**src/rtl/lbuart_pkg.sv**
```systemverilog
package lbuart_pkg;

  typedef struct packed {
    logic       manualRts;
    logic [1:0] mode;
    logic [1:0] wordLen;
    logic       loopEn;
    logic       enable;
  } ctlReg_t;

  typedef struct packed {
    logic       clear;
    logic       txLoad;
    logic       txGo;
    logic       rxAck;
    logic       rxLine;
    logic [1:0] wordLen;
  } strobes_t;

endpackage

```
**src/rtl/lbuart_ctrl.sv**
```systemverilog
module lbuart_ctrl
  import lbuart_pkg::*;
(
  input  logic       clk,
  input  logic       rstN,
  input  logic       regWrEn,
  input  logic [7:0] regWrData,
  input  logic       txWrEn,
  input  logic       rxRdEn,
  input  logic       rxPin,
  input  logic       ctsN,
  input  logic       txLine,
  input  logic       txIdle,
  input  logic       holdFull,
  output ctlReg_t    ctl,
  output logic       ctsStatus,
  output logic       rtsN,
  output strobes_t   stb
);

  logic [1:0] ctsSync;
  logic [1:0] rxSync;

  always_ff @(posedge clk or negedge rstN) begin
    if (!rstN) begin
      ctl <= '0;
    end else if (regWrEn) begin
      if (regWrData[0]) ctl <= ctlReg_t'(regWrData[6:0]);
      else              ctl <= '0;
    end
  end

  always_ff @(posedge clk or negedge rstN) begin
    if (!rstN) begin
      ctsSync <= '0;
      rxSync  <= 2'b11;
    end else begin
      ctsSync <= {ctsSync[0], ~ctsN};
      rxSync  <= {rxSync[0], rxPin};
    end
  end

  always_comb begin
    ctsStatus   = ctl.loopEn ? ctl.manualRts : ctsSync[1];
    rtsN        = ~(ctl.manualRts & ~ctl.loopEn);
    stb.clear   = ~ctl.enable;
    stb.txLoad  = txWrEn & ctl.enable;
    stb.txGo    = ctl.enable & holdFull & txIdle & ctsStatus;
    stb.rxAck   = rxRdEn;
    stb.rxLine  = ctl.loopEn ? txLine : rxSync[1];
    stb.wordLen = ctl.wordLen;
  end

endmodule

```
**src/rtl/lbuart_datapath.sv**
```systemverilog
module lbuart_datapath
  import lbuart_pkg::*;
#(
  parameter int CLKS_PER_TICK = 8,
  parameter int OVERSAMPLE    = 16
) (
  input  logic       clk,
  input  logic       rstN,
  input  strobes_t   stb,
  input  logic [7:0] txData,
  output logic       txLine,
  output logic       txIdle,
  output logic       holdFull,
  output logic [7:0] rxData,
  output logic       rxValid,
  output logic       rxFrameErr
);

  localparam int BIT_CLKS = CLKS_PER_TICK * OVERSAMPLE;
  localparam int CW       = $clog2(BIT_CLKS);
  localparam int TW       = (CLKS_PER_TICK > 1) ? $clog2(CLKS_PER_TICK) : 1;
  localparam int PW       = $clog2(OVERSAMPLE);
  localparam logic [CW-1:0] BIT_LAST  = CW'(BIT_CLKS - 1);
  localparam logic [TW-1:0] TICK_LAST = TW'(CLKS_PER_TICK - 1);
  localparam logic [PW-1:0] PH_LAST   = PW'(OVERSAMPLE - 1);
  localparam logic [PW-1:0] PH_HALF   = PW'(OVERSAMPLE / 2 - 1);

  typedef enum logic [1:0] {S_IDLE, S_START, S_DATA, S_STOP} lineState_t;

  logic [2:0] lastIdx;
  assign lastIdx = {1'b0, stb.wordLen} + 3'd4;

  // transmit side
  lineState_t txState;
  logic [CW-1:0] txCnt;
  logic [2:0]    txIdx;
  logic [7:0]    txShift;
  logic [7:0]    holdData;

  assign txIdle = (txState == S_IDLE);

  always_ff @(posedge clk or negedge rstN) begin
    if (!rstN) begin
      txState  <= S_IDLE;
      txCnt    <= '0;
      txIdx    <= '0;
      txShift  <= '0;
      txLine   <= 1'b1;
      holdData <= '0;
      holdFull <= 1'b0;
    end else if (stb.clear) begin
      txState  <= S_IDLE;
      txCnt    <= '0;
      txIdx    <= '0;
      txLine   <= 1'b1;
      holdFull <= 1'b0;
    end else begin
      if (stb.txLoad && !holdFull) begin
        holdData <= txData;
        holdFull <= 1'b1;
      end
      case (txState)
        S_IDLE: if (stb.txGo) begin
          txShift  <= holdData;
          holdFull <= 1'b0;
          txState  <= S_START;
          txCnt    <= '0;
          txLine   <= 1'b0;
        end
        S_START: begin
          txCnt <= txCnt + 1'b1;
          if (txCnt == BIT_LAST) begin
            txCnt   <= '0;
            txState <= S_DATA;
            txIdx   <= '0;
            txLine  <= txShift[0];
          end
        end
        S_DATA: begin
          txCnt <= txCnt + 1'b1;
          if (txCnt == BIT_LAST) begin
            txCnt <= '0;
            if (txIdx == lastIdx) begin
              txState <= S_STOP;
              txLine  <= 1'b1;
            end else begin
              txIdx   <= txIdx + 1'b1;
              txShift <= txShift >> 1;
              txLine  <= txShift[1];
            end
          end
        end
        default: begin
          txCnt <= txCnt + 1'b1;
          if (txCnt == BIT_LAST) begin
            txCnt   <= '0;
            txState <= S_IDLE;
          end
        end
      endcase
    end
  end

  // receive side
  lineState_t rxState;
  logic [TW-1:0] tickCnt;
  logic [PW-1:0] phase;
  logic [2:0]    rxIdx;
  logic [7:0]    rxShift;
  logic          tick;

  assign tick = (tickCnt == TICK_LAST);

  always_ff @(posedge clk or negedge rstN) begin
    if (!rstN) begin
      rxState    <= S_IDLE;
      tickCnt    <= '0;
      phase      <= '0;
      rxIdx      <= '0;
      rxShift    <= '0;
      rxData     <= '0;
      rxValid    <= 1'b0;
      rxFrameErr <= 1'b0;
    end else if (stb.clear) begin
      rxState    <= S_IDLE;
      tickCnt    <= '0;
      phase      <= '0;
      rxValid    <= 1'b0;
      rxFrameErr <= 1'b0;
    end else begin
      if (stb.rxAck) rxValid <= 1'b0;
      tickCnt <= tick ? '0 : tickCnt + 1'b1;
      if (tick) phase <= phase + 1'b1;
      case (rxState)
        S_IDLE: if (!stb.rxLine) begin
          rxState <= S_START;
          tickCnt <= '0;
          phase   <= '0;
        end
        S_START: if (tick && phase == PH_HALF) begin
          phase <= '0;
          if (!stb.rxLine) begin
            rxState <= S_DATA;
            rxIdx   <= '0;
            rxShift <= '0;
          end else begin
            rxState <= S_IDLE;
          end
        end
        S_DATA: if (tick && phase == PH_LAST) begin
          rxShift[rxIdx] <= stb.rxLine;
          if (rxIdx == lastIdx) rxState <= S_STOP;
          else                  rxIdx   <= rxIdx + 1'b1;
        end
        default: if (tick && phase == PH_LAST) begin
          rxData     <= rxShift;
          rxFrameErr <= ~stb.rxLine;
          rxValid    <= 1'b1;
          rxState    <= S_IDLE;
        end
      endcase
    end
  end

endmodule

```
**src/rtl/lbuart_top.sv**
```systemverilog
module lbuart_top
  import lbuart_pkg::*;
#(
  parameter int CLKS_PER_TICK = 8,
  parameter int OVERSAMPLE    = 16
) (
  input  logic       clk,
  input  logic       rstN,
  input  logic       regWrEn,
  input  logic [7:0] regWrData,
  output logic [7:0] regRdData,
  input  logic       txWrEn,
  input  logic [7:0] txData,
  output logic       txReady,
  input  logic       rxRdEn,
  output logic [7:0] rxData,
  output logic       rxValid,
  output logic       rxFrameErr,
  input  logic       rxPin,
  output logic       txPin,
  input  logic       ctsN,
  output logic       rtsN,
  output logic       ctsStatus
);

  ctlReg_t  ctl;
  strobes_t stb;
  logic     txLine;
  logic     txIdle;
  logic     holdFull;

  lbuart_ctrl i_ctrl (
    .clk, .rstN, .regWrEn, .regWrData, .txWrEn, .rxRdEn, .rxPin, .ctsN,
    .txLine, .txIdle, .holdFull, .ctl, .ctsStatus, .rtsN, .stb
  );

  lbuart_datapath #(
    .CLKS_PER_TICK(CLKS_PER_TICK),
    .OVERSAMPLE   (OVERSAMPLE)
  ) i_dp (
    .clk, .rstN, .stb, .txData, .txLine, .txIdle, .holdFull,
    .rxData, .rxValid, .rxFrameErr
  );

  assign regRdData = {ctsStatus, ctl};
  assign txReady   = ~holdFull;
  assign txPin     = txLine;

endmodule

```
**config.mk**
```make
export PLATFORM = sky130hd
export DESIGN_NAME = lbuart_top
export DESIGN_NICKNAME = d
export VERILOG_FILES = /design/src/rtl/lbuart_pkg.sv /design/src/rtl/lbuart_ctrl.sv /design/src/rtl/lbuart_datapath.sv /design/src/rtl/lbuart_top.sv
export SDC_FILE = /design/constraint.sdc
export NUM_CORES = 1
export LEC_CHECK = 0
export BUFFER_PORTS_ARGS = -buffer_cell sky130_fd_sc_hd__buf_4
export CORE_ASPECT_RATIO = 1.1
export CORE_MARGIN = 4
export CORE_UTILIZATION = 51
export CTS_CLUSTER_DIAMETER = 80
export CTS_CLUSTER_SIZE = 10
export DETAILED_ROUTE_END_ITERATION = 16
export GPL_ROUTABILITY_DRIVEN = 0
export PLACE_DENSITY = 0.76
export SKIP_CTS_REPAIR_TIMING = 1
export SLEW_MARGIN = 30
export SYNTH_ARGS = -nofsm -noshare
export SYNTH_HDL_FRONTEND = slang
export SYNTH_SLANG_ARGS = --single-unit
```
**constraint.sdc**
```tcl
create_clock -name clk -period 1.8 [get_ports clk]
set_input_delay 0.45 -clock clk [delete_from_list [all_inputs] [get_ports clk]]
set_output_delay 0.45 -clock clk [all_outputs]
set_load 0.03 [all_outputs]
```
==> out/qor.yml <==
critPathRequiredTime_ns: 2.04
synth_warnings: 0
final_cell_mix: "79 x buf_4, 67 x dfrtp_1, 35 x o21ai_0"
nets: 438
synthCells: 324
met2_length_mm: 3.748
wl_met1_mm: 3.202
worst_pin_slew_ns: 0.4650
grt.overflow.total: 0
ant_nets: 0
max_cap_violations: 0
p_comb_frac: 0.211
preCtsSetupSlack_ns: -0.08968
hold_viol_final: 0
wl_per_cell_um: 15.05
hpwlAfterDp_mm: 5.286
clkPwrFrac: 0.317
worst-path-buf-inv: 0
vias: 2728
insertion_delay_ns: 0.35
drt_iter0_markers: 225
ys_seq_area_frac: 0.5122
crit_path_top_delay_cell: "dfrtp_1"
yosys.area.top_type: "dfrtp_1"
crit_fanout: 3
layout_min_cycle_time_ns: 1.814
setup_ws_ns: -0.01381
core_um2: 6594
r2r_end: "i_dp.rxIdx[0]"
cp_top_family: "simple AND/OR/NAND/NOR gates"
maxSlewViolCount: 0
reg2reg_depth: 7
cts-root-buf: "clkbuf_8"
synth_seq_cells: 71
clock-sinks: 71
fin_crit_sh: 1.008
die_w_um: 86.72
async_flop_share: 1.000
initial_utilization: 0.5271
wirelength_mm: 7.403
diodes: 0
crit_start: "i_dp.tickCnt[0]"
avgSynthCellArea_um2: 10.73
setup_viol_count_final: 1
htree_levels: 3
cellInternalPower_mw: 2.855
synth_nets: 357
drc_errors: 0
vdd_ir_drop_max_uv: 654.0
power.leakage_nw: 2.004
grt_pass1_wl_mm: 12.48
dr_wl_met3_um: 320
crit_type: "flip-flop to flip-flop"
grt_pass1_vias: 2722
clk_pin_slew_ns: 0.08
die_h_um: 94.59
skew_ns: 0.01486
crit_end: "i_dp.rxIdx[0]"
status: "complete, but fails checks"
portBuffers: 43
cts_tree: "done"
seqPwrFrac: 0.472
drive_gt1_frac: 0.3854
violations: "negative setup slack"
hold_class: "primary input to async pin"
r2r_slack_ns: -0.01
syn2layout_area_growth_pct: 26.85
cp.arrival_ns: 2.05
dieArea_um2: 8202
power.density_nw_per_um2: 906.9
path_cells: "ha_4 > ha_4 > nand4_1 > or3_4 > and2b_2 > a21oi_1 > mux2_4"
synth_edf_count: 0
cts_buffer_depth: 2
cts-buffers-inserted: 9
critical_path.max_stage_delay_ns: 0.38
clock.fmax_mhz: 551.3
multi_input_area_um2: 1619
synthFlopType: "dfrtp_1"
regArea_um2: 1782
cp.depth: 7
r2r-start: "i_dp.tickCnt[0]"
grt_max_degree: 37
fillers: 503
critPathCaptureType: "flip-flop"
dr.pass1.iters: 4
cp-start-kind: "flip-flop"
switching_share: 0.2860
rsz0062_at_grt: "true"
rows: 31
final_common_cell: "buf_4"
antenna_found_initial: 0
top_layer_used: "met4"
synth_area_um2: 3476
io_pins: 45
synthDistinctLibCells: 48
grt_usage: 0.1948
holdWs_ns: 0.05049
worst_path_most_repeated_cell: "ha_4"
p_switching_mw: 1.143
relSlewSlack: 0.6900
vias_per_cell: 5.545
synth.top_cell.area_share: 0.4896
ys_top_cells_by_area: "dfrtp_1 49%, mux2_2 11%, o21ai_0 5.2%, ha_1 3.6%, nor2_1 2.5%"
## stage by stage
step | instances | area, um^2 | utilization | power, mW | TNS (ns)
after floorplan | 324 | 3502 | - | 2.415 | 0
after global placement | 473 | 4129 | 0.6262 | 2.696 | -0.06768
after detailed placement | 473 | 4129 | 0.6262 | 2.732 | -0.1541
after CTS | 489 | 4324 | 0.6558 | 4.003 | -0.2399
after global routing | 492 | 4409 | 0.6687 | 4.203 | -0.1392
final | 492 | 4409 | 0.6687 | 3.999 | -0.01381
## per-layer routing
metal / vias up / GRT usage
met5: - / 0
met4: 0 / 0.07143
met3: 14 / 0.04276
met2: 64 / 0.3355
met1: 1327 / 0.2393
li1: 1323 / -
## final cells by class
class | count | area share
Sequential cell | 71 | 0.4041
Tap cell | 82 | 0.02327
Clock buffer | 10 | 0.02894
Clock inverter | 6 | 0.01532
Timing Repair Buffer | 83 | 0.1467
Inverter | 17 | 0.01447
Multi-Input combinational cell | 223 | 0.3672
## cell families after synthesis
group,count (synthesis),share of synthesized area
muxes,37,0.1184
xor gates and xnor gates,9,0.02268
DFF,71,0.5122
adders and majority gates,10,0.03600
and+or+nand+nor,97,0.1516
buffers and inverters,30,0.04320
AOI/OAI and AO/OA,70,0.1159
## synthesized netlist by cell type, types with 2 or more instances
library cell  instances
a21oi_1              11
mux2_2               33
dfrtp_1              68
dfstp_2               3
mux2i_1               4
a211oi_1              2
nor4b_1               3
nand3_1              17
nand4_1               4
and3_1                6
nor2_1               23
o31ai_1               2
o21ai_0              36
ha_1                 10
buf_6                 4
nand4b_1              2
nand2_1              19
or3_1                 3
inv_1                17
clkbuf_1              6
and2b_2               2
a31oi_1              10
nor3_1                4
nand2b_1              4
xnor2_1               8
## worst register-to-register path, cell delays in order, from the launching register on
cell and delay, ns:
dfrtp_1 0.38, ha_4 0.15, ha_4 0.13, nand4_1 0.11, or3_4 0.36, and2b_2 0.24, a21oi_1 0.07, mux2_4 0.28
## power by group through the flow
stage / sequential (mW) / clock [mW] / combinational, mW
global route: 1.91 / 1.36 / 0.932
global placement: 1.90 / 0 / 0.794
finish: 1.89 / 1.27 / 0.845
detailed placement: 1.91 / 0 / 0.818
floorplan: 1.92 / 0 / 0.499
CTS: 1.88 / 1.30 / 0.824
## registers in the layout (all words and copies together) (netlist names), 3 cells and up
name and flops:
i_dp.txCnt 7, i_dp.rxData 8, i_dp.rxIdx 3, i_ctrl.ctl 7, i_dp.phase 4, i_dp.tickCnt 3
i_dp.txIdx 3, i_dp.txShift 8, i_dp.rxShift 8, i_dp.holdData 8
## worst min path at each step
| stage | from | end | slack (ns) | cells after the start |
|---|---|---|---|---|
| after floorplan | rstN | i_ctrl.ctl[0] | 0.15 | 0 |
| after global placement | i_ctrl.ctsSync[0] | i_ctrl.ctsSync[1] | 0.33 | 0 |
| after detailed placement | i_ctrl.ctsSync[0] | i_ctrl.ctsSync[1] | 0.34 | 0 |
| after CTS | rstN | i_dp.rxShift[7] | 0.06 | 1 |
| after global routing | rstN | i_dp.rxData[0] | 0.08 | 1 |
| final | rstN | i_dp.rxState[1] | 0.05 | 1 |
No activity file was read; power rests on OpenSTA's default activity.
